### config.mk
export PLATFORM = sky130hd
export DESIGN_NAME = sys_tick_timer
export DESIGN_NICKNAME = d
export VERILOG_FILES = /design/src/rtl/sys_tick_pkg.sv /design/src/rtl/stk_tick_sel.sv /design/src/rtl/stk_counter.sv /design/src/rtl/stk_ctrl_regs.sv /design/src/rtl/sys_tick_timer.sv
export SDC_FILE = /design/constraint.sdc
export NUM_CORES = 1
export LEC_CHECK = 0
export ABC_AREA = 1
export BUFFER_PORTS_ARGS = -buffer_cell sky130_fd_sc_hd__buf_2
export CORE_MARGIN = 2
export CORE_UTILIZATION = 30
export DETAILED_ROUTE_END_ITERATION = 10
export HOLD_SLACK_MARGIN = 0.05
export PLACE_DENSITY = 0.52
export SLEW_MARGIN = 20
export SYNTH_ARGS = -nofsm -noshare
export SYNTH_HDL_FRONTEND = slang
export SYNTH_SLANG_ARGS = --single-unit
### constraint.sdc
create_clock -name clk_i -period 1.8 [get_ports clk_i]
set_input_delay 0.27 -clock clk_i [delete_from_list [all_inputs] [get_ports clk_i]]
set_output_delay 0.27 -clock clk_i [all_outputs]
set_load 0.01 [all_outputs]
### src/rtl/sys_tick_pkg.sv
package sys_tick_pkg;
  localparam int OFF_CTRL = 'h10;
  localparam int OFF_LOAD = 'h14;
  localparam int OFF_CUR  = 'h18;
  localparam int OFF_CAL  = 'h1C;

  localparam int CB_EN   = 0;
  localparam int CB_IE   = 1;
  localparam int CB_SRC  = 2;
  localparam int CB_FLAG = 16;

  localparam logic [31:0] CAL_WORD = 32'd10000;

  typedef struct packed {
    logic src;
    logic ie;
    logic en;
  } ctrl_t;
endpackage

### src/rtl/stk_tick_sel.sv
module stk_tick_sel (
  input  logic en_i,
  input  logic src_i,
  input  logic ref_tick_i,
  output logic tick_o
);
  // src 1: core clock, src 0: reference strobe
  assign tick_o = en_i & (src_i | ref_tick_i);
endmodule

### src/rtl/stk_counter.sv
module stk_counter #(
  parameter int CNT_W = 24
) (
  input  logic             clk_i,
  input  logic             rst_ni,
  input  logic             tick_i,
  input  logic             start_i,
  input  logic             load_i,
  input  logic [CNT_W-1:0] reload_i,
  output logic [CNT_W-1:0] cur_o,
  output logic             expire_o,
  output logic             stop_o
);
  logic [CNT_W-1:0] cur_q;
  logic             fresh_q;
  logic             at_zero;

  assign at_zero  = (cur_q == '0);
  assign expire_o = tick_i & ~load_i & at_zero;
  assign stop_o   = expire_o & (reload_i == '0);
  assign cur_o    = cur_q;

  always_ff @(posedge clk_i or negedge rst_ni) begin
    if (!rst_ni) begin
      cur_q   <= '0;
      fresh_q <= 1'b1;
    end else if (load_i) begin
      cur_q   <= reload_i;
      fresh_q <= 1'b0;
    end else if (start_i && fresh_q) begin
      cur_q   <= reload_i;
      fresh_q <= 1'b0;
    end else if (tick_i) begin
      if (at_zero) begin
        if (reload_i == '0) fresh_q <= 1'b1;
        else                cur_q   <= reload_i;
      end else begin
        cur_q <= cur_q - CNT_W'(1);
      end
    end
  end


  freeze_chk: assert property (@(posedge clk_i) disable iff (!rst_ni)
    (!tick_i && !load_i && !start_i) |=> $stable(cur_o));


  reload_on_expire_chk: assert property (@(posedge clk_i) disable iff (!rst_ni)
    (expire_o && !stop_o) |=> (cur_o == $past(reload_i)));


  load_chk: assert property (@(posedge clk_i) disable iff (!rst_ni)
    load_i |=> (cur_o == $past(reload_i)));
endmodule

### src/rtl/stk_ctrl_regs.sv
module stk_ctrl_regs
  import sys_tick_pkg::*;
#(
  parameter int CNT_W = 24
) (
  input  logic             clk_i,
  input  logic             rst_ni,
  input  logic             ctrl_we_i,
  input  logic             ctrl_re_i,
  input  logic             load_we_i,
  input  logic             cur_we_i,
  input  logic [2:0]       ctrl_wdata_i,
  input  logic [CNT_W-1:0] load_wdata_i,
  input  logic             expire_i,
  input  logic             stop_i,
  output ctrl_t            ctrl_o,
  output logic             flag_o,
  output logic [CNT_W-1:0] reload_o,
  output logic             start_o
);
  ctrl_t            ctrl_q;
  logic             flag_q;
  logic [CNT_W-1:0] reload_q;

  assign start_o  = ctrl_we_i & ctrl_wdata_i[CB_EN] & ~ctrl_q.en;
  assign ctrl_o   = ctrl_q;
  assign flag_o   = flag_q;
  assign reload_o = reload_q;

  always_ff @(posedge clk_i or negedge rst_ni) begin
    if (!rst_ni) begin
      ctrl_q <= '0;
    end else if (ctrl_we_i) begin
      ctrl_q.en  <= ctrl_wdata_i[CB_EN];
      ctrl_q.ie  <= ctrl_wdata_i[CB_IE];
      ctrl_q.src <= ctrl_wdata_i[CB_SRC];
    end else if (stop_i) begin
      ctrl_q.en <= 1'b0;
    end
  end

  // a new expiry outranks any clear in the same cycle
  always_ff @(posedge clk_i or negedge rst_ni) begin
    if (!rst_ni)                      flag_q <= 1'b0;
    else if (expire_i)                flag_q <= 1'b1;
    else if (ctrl_re_i || cur_we_i)   flag_q <= 1'b0;
  end

  always_ff @(posedge clk_i or negedge rst_ni) begin
    if (!rst_ni)        reload_q <= '0;
    else if (load_we_i) reload_q <= load_wdata_i;
  end


  flag_set_chk: assert property (@(posedge clk_i) disable iff (!rst_ni)
    expire_i |=> flag_o);


  flag_rd_clr_chk: assert property (@(posedge clk_i) disable iff (!rst_ni)
    (ctrl_re_i && !expire_i) |=> !flag_o);


  flag_cur_clr_chk: assert property (@(posedge clk_i) disable iff (!rst_ni)
    cur_we_i |=> !flag_o);
endmodule

### src/rtl/sys_tick_timer.sv
module sys_tick_timer
  import sys_tick_pkg::*;
#(
  parameter int CNT_W  = 24,
  parameter int ADDR_W = 8
) (
  input  logic              clk_i,
  input  logic              rst_ni,
  input  logic              ref_tick_i,
  input  logic              re_i,
  input  logic              we_i,
  input  logic [ADDR_W-1:0] addr_i,
  input  logic [31:0]       wdata_i,
  output logic [31:0]       rdata_o,
  output logic              irq_o
);
  logic             sel_ctrl, sel_load, sel_cur, sel_cal;
  logic             tick, start, expire, stop, flag;
  logic [CNT_W-1:0] reload, cur;
  logic [31:0]      reload_w, cur_w, ctrl_w;
  ctrl_t            ctrl;
  logic             irq_q;

  assign sel_ctrl = (addr_i == ADDR_W'(OFF_CTRL));
  assign sel_load = (addr_i == ADDR_W'(OFF_LOAD));
  assign sel_cur  = (addr_i == ADDR_W'(OFF_CUR));
  assign sel_cal  = (addr_i == ADDR_W'(OFF_CAL));

  stk_ctrl_regs #(.CNT_W(CNT_W)) i_regs (
    .clk_i        (clk_i),
    .rst_ni       (rst_ni),
    .ctrl_we_i    (we_i & sel_ctrl),
    .ctrl_re_i    (re_i & sel_ctrl),
    .load_we_i    (we_i & sel_load),
    .cur_we_i     (we_i & sel_cur),
    .ctrl_wdata_i (wdata_i[2:0]),
    .load_wdata_i (wdata_i[CNT_W-1:0]),
    .expire_i     (expire),
    .stop_i       (stop),
    .ctrl_o       (ctrl),
    .flag_o       (flag),
    .reload_o     (reload),
    .start_o      (start)
  );

  stk_tick_sel i_sel (
    .en_i       (ctrl.en),
    .src_i      (ctrl.src),
    .ref_tick_i (ref_tick_i),
    .tick_o     (tick)
  );

  stk_counter #(.CNT_W(CNT_W)) i_cnt (
    .clk_i    (clk_i),
    .rst_ni   (rst_ni),
    .tick_i   (tick),
    .start_i  (start),
    .load_i   (we_i & sel_cur),
    .reload_i (reload),
    .cur_o    (cur),
    .expire_o (expire),
    .stop_o   (stop)
  );

  generate
    if (CNT_W < 32) begin : g_pad
      logic unused_hi;
      assign unused_hi = ^wdata_i[31:CNT_W];
      assign reload_w  = {{(32-CNT_W){1'b0}}, reload};
      assign cur_w     = {{(32-CNT_W){1'b0}}, cur};
    end else begin : g_full
      assign reload_w = reload;
      assign cur_w    = cur;
    end
  endgenerate

  always_comb begin
    ctrl_w          = '0;
    ctrl_w[CB_EN]   = ctrl.en;
    ctrl_w[CB_IE]   = ctrl.ie;
    ctrl_w[CB_SRC]  = ctrl.src;
    ctrl_w[CB_FLAG] = flag;
  end

  always_comb begin
    rdata_o = '0;
    if (sel_ctrl)      rdata_o = ctrl_w;
    else if (sel_load) rdata_o = reload_w;
    else if (sel_cur)  rdata_o = ctrl.en ? cur_w : '0;
    else if (sel_cal)  rdata_o = CAL_WORD;
  end

  always_ff @(posedge clk_i or negedge rst_ni) begin
    if (!rst_ni) irq_q <= 1'b0;
    else         irq_q <= expire & ctrl.ie;
  end
  assign irq_o = irq_q;


  irq_flag_chk: assert property (@(posedge clk_i) disable iff (!rst_ni)
    irq_o |-> flag);


  auto_stop_chk: assert property (@(posedge clk_i) disable iff (!rst_ni)
    (stop && !(we_i && sel_ctrl)) |=> !ctrl.en);


  ref_gate_chk: assert property (@(posedge clk_i) disable iff (!rst_ni)
    (!ctrl.src && !ref_tick_i) |-> !expire);
endmodule

Word level (Yosys, flattened, before mapping)
Index checks and enable logic that the tools add are counted.

storage, ports and cells
  register bits after elaboration = 54
  output and inout bits = 33
  logic and storage cells = 58

operators by class
  add/subtract/negate cells = 1
  muxes and demuxes = 19
  eq/ne operators = 5
  bitwise gates (word level) = 14
  reduce and logical (&&, ||, !) cells = 11

operator list
  kind                                                                      number
  24-bit two-way mux                                                        8
  24-bit logical NOT                                                        2
  8-bit by 5-bit equality test with 1-bit output (second input constant)    4
  32-bit two-way mux                                                        1
  24-bit by 1-bit subtractor with 24-bit output (second input constant)     1
  14-bit two-way mux                                                        1
  1-bit bitwise AND                                                         11
  1-bit two-way mux                                                         9
  3-bit nonzero test                                                        3
  4-bit by 3-bit inequality test with 1-bit output (second input constant)  1
  2-bit nonzero test                                                        2
  3-bit AND reduction                                                       1
  1-bit inverter                                                            2
  2-bit AND reduction                                                       1
  1-bit logical AND                                                         1
  1-bit logical OR                                                          1
  1-bit OR                                                                  1

Depth between registers and ports, before layout
  depth after elaboration = 8
  depth in mapped cells = 13

By module
A second synthesis with hierarchy kept.

unflattened totals
  cell total of the unflattened synthesis = 606
  area total of the unflattened synthesis = 4012.6 µm²

modules (own cells, without submodules)
  module          area each (µm²)  sequential area each (µm²)  cells an instance  instances
  stk_counter     2108.3           626.9                       343                1
  stk_ctrl_regs   1124.8           700.7                       120                1
  sys_tick_timer  768.2            25.0                        140                1
  stk_tick_sel    11.3             0.0                         3                  1

Worst setup path after synthesis
No wires, ideal clock.

  kind = register to register
  start point = register i_cnt.cur_q[0], in the netlist i_cnt.cur_o[0]
  end point = register i_cnt.cur_q[0], in the netlist i_cnt.cur_o[0]
  cell stages (with the launch flop) = 13
  library setup time = 116 ps
  slack = 74 ps
  data arrival time = 1609 ps
  period minus slack after synthesis = 1726 ps
  data required time = 1684 ps
  cell sequence = dfrtp_1 inv_1 ha_1 nand3_1 nor2_1 nand3_4 nor2_4 nand3_2 nand2_4 inv_4 buf_4 nand2_1 nand2_1

between the ends
  cells in the longest elaborated chain, start to end = 5

RTL lines
  what                                                                                 line                                  text
  from (decl)                                                                          stk_counter.sv:14                     logic [CNT_W-1:0] cur_q;
  from (signal assigned)                                                               stk_counter.sv:28                     cur_q <= reload_i;
  from (signal assigned)                                                               stk_counter.sv:31                     cur_q <= reload_i;
  from (signal assigned)                                                               stk_counter.sv:36                     else cur_q <= reload_i;
  24-bit by 1-bit subtractor with 24-bit output or 24-bit logical NOT (tied branches)  stk_counter.sv:38, stk_counter.sv:18
  24-bit two-way mux                                                                   stk_counter.sv:34                     if (at_zero) begin
  24-bit two-way mux                                                                   stk_counter.sv:33                     end else if (tick_i) begin
  24-bit two-way mux                                                                   stk_counter.sv:30                     end else if (start_i && fresh_q) begin
  24-bit two-way mux                                                                   stk_counter.sv:27                     end else if (load_i) begin

Several ways; a longest one is shown, not always the timed one. The select of a mux whose other input is x is not followed.
A chain may end at the register's enable or synchronous reset.

Final worst setup path
  start point = input addr_i[1]
  end point = output rdata_o[22]

between the ends
  cells in the longest elaborated chain, start to end = 4

RTL lines
  what                                            line                  text
  from (decl)                                     sys_tick_timer.sv:12  input logic [ADDR_W-1:0] addr_i,
  8-bit by 5-bit equality test with 1-bit output  sys_tick_timer.sv:26  assign sel_cur = (addr_i == ADDR_W'(OFF_CUR));
  24-bit two-way mux                              sys_tick_timer.sv:89  else if (sel_cur) rdata_o = ctrl.en ? cur_w : '0;
  24-bit two-way mux                              sys_tick_timer.sv:88  else if (sel_load) rdata_o = reload_w;
  32-bit two-way mux *                            sys_tick_timer.sv:87  if (sel_ctrl) rdata_o = ctrl_w;
  to (decl)                                       sys_tick_timer.sv:14  output logic [31:0] rdata_o,

Every way passes the cells marked *; elsewhere a longest branch is shown, timed or not.

==> impl_metrics.csv <==
group,metric,value,unit
global_routing,antenna_found_initial,0,
job,cap_violations,0,
floorplanning,core-area,12200,µm²
floorplanning,die_h,116,µm
placement,place_inst,864,
final_layout,num-fill-cells,1300,
global_routing,grt_pass1_wl,19.6,mm
final_layout,area_growth,41.3,%
synthesis,synthCells,576,
placement,place.gp.congestion,0.875,
power_and_ir_drop,p_total,0.00662,W
timing,finalClockSkew,0.0104,ns
power_and_ir_drop,cellPowerDensity,1240,nW/µm²
setup_path,cp_slowest_stage_delay,0.26,ns
setup_path,path_delay_family,"buffers and inverters",
timing,finalWorstSetupSlack,0.0707,ns
floorplanning,die_area,13500,µm²
floorplanning,die_w,116,µm
detailed_routing,drtAntennaViolNets,0,
setup_path,critPathKind,"primary input to output port",
power_and_ir_drop,seqPwrFrac,0.262,
setup_path,crit_path_cell_trace,"buf_2 -> nor2_4 -> buf_4 -> nand3_1 -> nor2_1 -> buf_4 -> inv_1 -> o32ai_1 -> buf_2",
detailed_routing,first_iter_violations,250,
final_layout,multi_input_area,2200,µm²
power_and_ir_drop,p_sw_frac,0.439,
global_routing,grt_max_degree,32,
detailed_routing,via_per_inst,4.63,
synthesis,synth_top_area_frac,0.351,
timing,slew_violations,0,
timing,finalCriticalPeriod,1.73,ns
detailed_routing,wl_per_cell,14.2,µm
clocking,cts_tree,"done",
clocking,cts_buffer_depth,2,
setup_path,setup.worst_path.start_class,"primary input",
floorplanning,initial_utilization,0.311,
power_and_ir_drop,comb_power_share,0.582,
synthesis,ys_top_cells_by_area,"dfrtp_1 (35%), nand2_1 (18%), nor2_1 (8.8%)",
synthesis,synthMostInstantiatedCell,"nand2_1",
synthesis,synth-seq-area-share,0.358,
power_and_ir_drop,p_int,0.00372,W
timing,finalHoldViolCount,0,
synthesis,yosysTopAreaCell,"dfrtp_1",
clocking,htree_levels,2,
timing,worstMarginPinSlew,0.558,ns
detailed_routing,via_count,4098,
synthesis,synthTopCellsByCount,"nand2_1 (177), nor2_1 (89), inv_1 (75)",
setup_path,crit_path_top_delay_cell,"o32ai_1",
global_routing,gr-total-overflow,0,
clocking,cts_buffers,5,
clocking,clkLatencyLatePin,0.30,ns
clocking,root_buffer,"clkbuf_16",
placement,portBuffers,61,
final_layout,stdcell_count,885,
synthesis,yosys_most_used_dff,"dfrtp_1",
synthesis,avgSynthCellArea,6.56,µm²
outcome,outcome,"completed",
synthesis,synth_warnings,0,
final_layout,seq_area,1360,µm²
placement,hpwl,9.29,mm
timing,hold_ws,0.195,ns
timing,slew_headroom,0.628,
power_and_ir_drop,total_leakage_power,2.88,nW
clocking,clkTransAtPathRegs,0.07,ns
setup_path,critPathMaxFanout,5,
setup_path,worstSetupEndpointType,"output port",
power_and_ir_drop,p_switching,0.00290,W
detailed_routing,drc_errors,0,
floorplanning,io_pins,78,
power_and_ir_drop,p_clk_frac,0.157,
detailed_routing,drtPass1Iterations,5,
global_routing,grt.total_usage,0.187,
synthesis,async_reset_ff_frac,1.00,
timing,rsz0062_at_grt,"yes",
detailed_routing,detail_route.wirelength,12.5,mm
final_layout,fin_util,0.439,
setup_path,required,1.53,ns
global_routing,grt_pass1_vias,3928,
final_layout,drive_above_1_share,0.317,
final_layout,layout.nets,763,
timing,fin_crit_sh,0.961,
power_and_ir_drop,vdd_drop_max,0.607,mV
clocking,cts_sinks,54,
setup_path,arrival,1.46,ns
timing,setup_viol,0,
final_layout,diodes,0,
floorplanning,rows,40,
synthesis,ys_ff_latch,54,
min_path,hold_class,"primary input to flip-flop",
timing,max_freq,578,MHz
synthesis,synth_edf_count,0,
placement,post-place-ws,-0.0687,ns
synthesis,synth.distinct_cells,37,
setup_path,cp_num_buf_inv,5,
synthesis,netlist_area,3780,µm²
[metal layers]
layer | track usage | part of all wire | up-vias | wire length [µm]
li1 | - | - | 2088 | -
met1 | 0.250 | 0.45 | 1883 | 5600
met2 | 0.314 | 0.48 | 116 | 5960
met3 | 0.0379 | 0.068 | 11 | 846
met4 | 0.0429 | 0.0097 | 0 | 121
met5 | 0 | 0 | - | 0
[cell usage in the layout (no fill, tap or decap), types with 2 or more instances in the layout]
cell type | Yosys | routed
inv_1 | 75 | 73
nand2_1 | 177 | 171
nand3_2 | 5 | 5
o21ai_0 | 27 | 22
nand3_4 | 1 | 3
nand3_1 | 28 | 26
nor3_2 | 0 | 2
nand2_2 | 2 | 8
o31ai_1 | 3 | 3
dfrtp_2 | 0 | 5
nand4_1 | 14 | 14
nor2_4 | 4 | 11
o22ai_2 | 0 | 8
o32ai_1 | 6 | 6
inv_2 | 2 | 4
xnor2_1 | 5 | 5
a21oi_1 | 24 | 24
buf_4 | 11 | 78
nor2_1 | 89 | 68
buf_2 | 5 | 61
conb_1 | 1 | 8
o21ai_1 | 2 | 7
buf_12 | 0 | 4
xor2_1 | 4 | 4
buf_6 | 2 | 2
clkbuf_16 | 0 | 8
dfrtp_1 | 53 | 48
nor3_1 | 5 | 3
nor2_2 | 4 | 18
[sequential cells by signal (all words and copies together), names as in the netlist]
name             cells
i_regs.ctrl_o        3
i_regs.reload_o     24
irq_o                1
i_regs.flag_o        1
i_cnt.cur_o         24
i_cnt.fresh_q        1
[cell families after synthesis]
family          share of synthesized area
compound gates                      0.111
xor+xnor                           0.0209
fa+ha+maj                         0.00662
buf+inv                             0.121
flops                               0.358
other cells                      0.000993
simple gates                        0.382
[path summary, 6_finish.rpt]
check | startpoint | to | slack [ns] | cells past startpoint
setup / recovery | addr_i[1] | rdata_o[22] | 0.07 | 9
hold / removal | wdata_i[2] | i_regs.ctrl_o[2]$_DFFE_PN0N_ | 0.20 | 3
setup reg to reg | i_cnt.cur_o[4]$_DFFE_PN0P_ | i_cnt.cur_o[2]$_DFFE_PN0P_ | 0.08 | 9
hold reg to reg | i_regs.flag_o$_DFFE_PN0P_ | i_regs.flag_o$_DFFE_PN0P_ | 0.51 | 2
max in group asynchronous | rst_ni | i_cnt.cur_o[14]$_DFFE_PN0P_ | 0.71 | 3
min in group asynchronous | rst_ni | i_regs.reload_o[19]$_DFFE_PN0P_ | 0.49 | 2
[per-stage QoR]
step / cell area [µm²] / setup TNS, ns
after floorplan: 3800 / 0
after global placement: 4770 / -0.690
after detailed placement: 4770 / -0.925
after CTS: 5000 / 0
after global routing: 5340 / -0.189
final: 5340 / 0
[final cells by class]
| cell class | count | area share |
|---|---|---|
| tap | 168 | 0.0394 |
| sequential | 54 | 0.255 |
| inverter | 80 | 0.0591 |
| clock inverter | 2 | 0.00305 |
| multi-input combinational | 425 | 0.413 |
| clock buffer | 6 | 0.0260 |
| timing repair buffer | 150 | 0.205 |
[power by group through the flow]
stage	registers, W	logic, W	clock network, W
final	0.00173	0.00385	0.00104
after global routing	0.00176	0.00430	0.00112
after CTS	0.00170	0.00345	0.00107
after detailed placement	0.00171	0.00340	0
after global placement	0.00171	0.00337	0
after floorplan	0.00174	0.00205	0
[tightest hold or removal path: cells and delay by family]
family	cells	cell delay [ns]
buf+inv	1	0.08
compound gates	1	0.06
simple gates	1	0.04
[what timing repair did]
action,in CTS,in global routing
gates cloned,0,3
hold buffers,1,0
gates resized for setup,15,61
setup endpoints to repair,42,46
endpoints found under the hold margin,22,0
pin swaps,0,11
setup buffers,1,8
(Power assumes the default switching activity.)
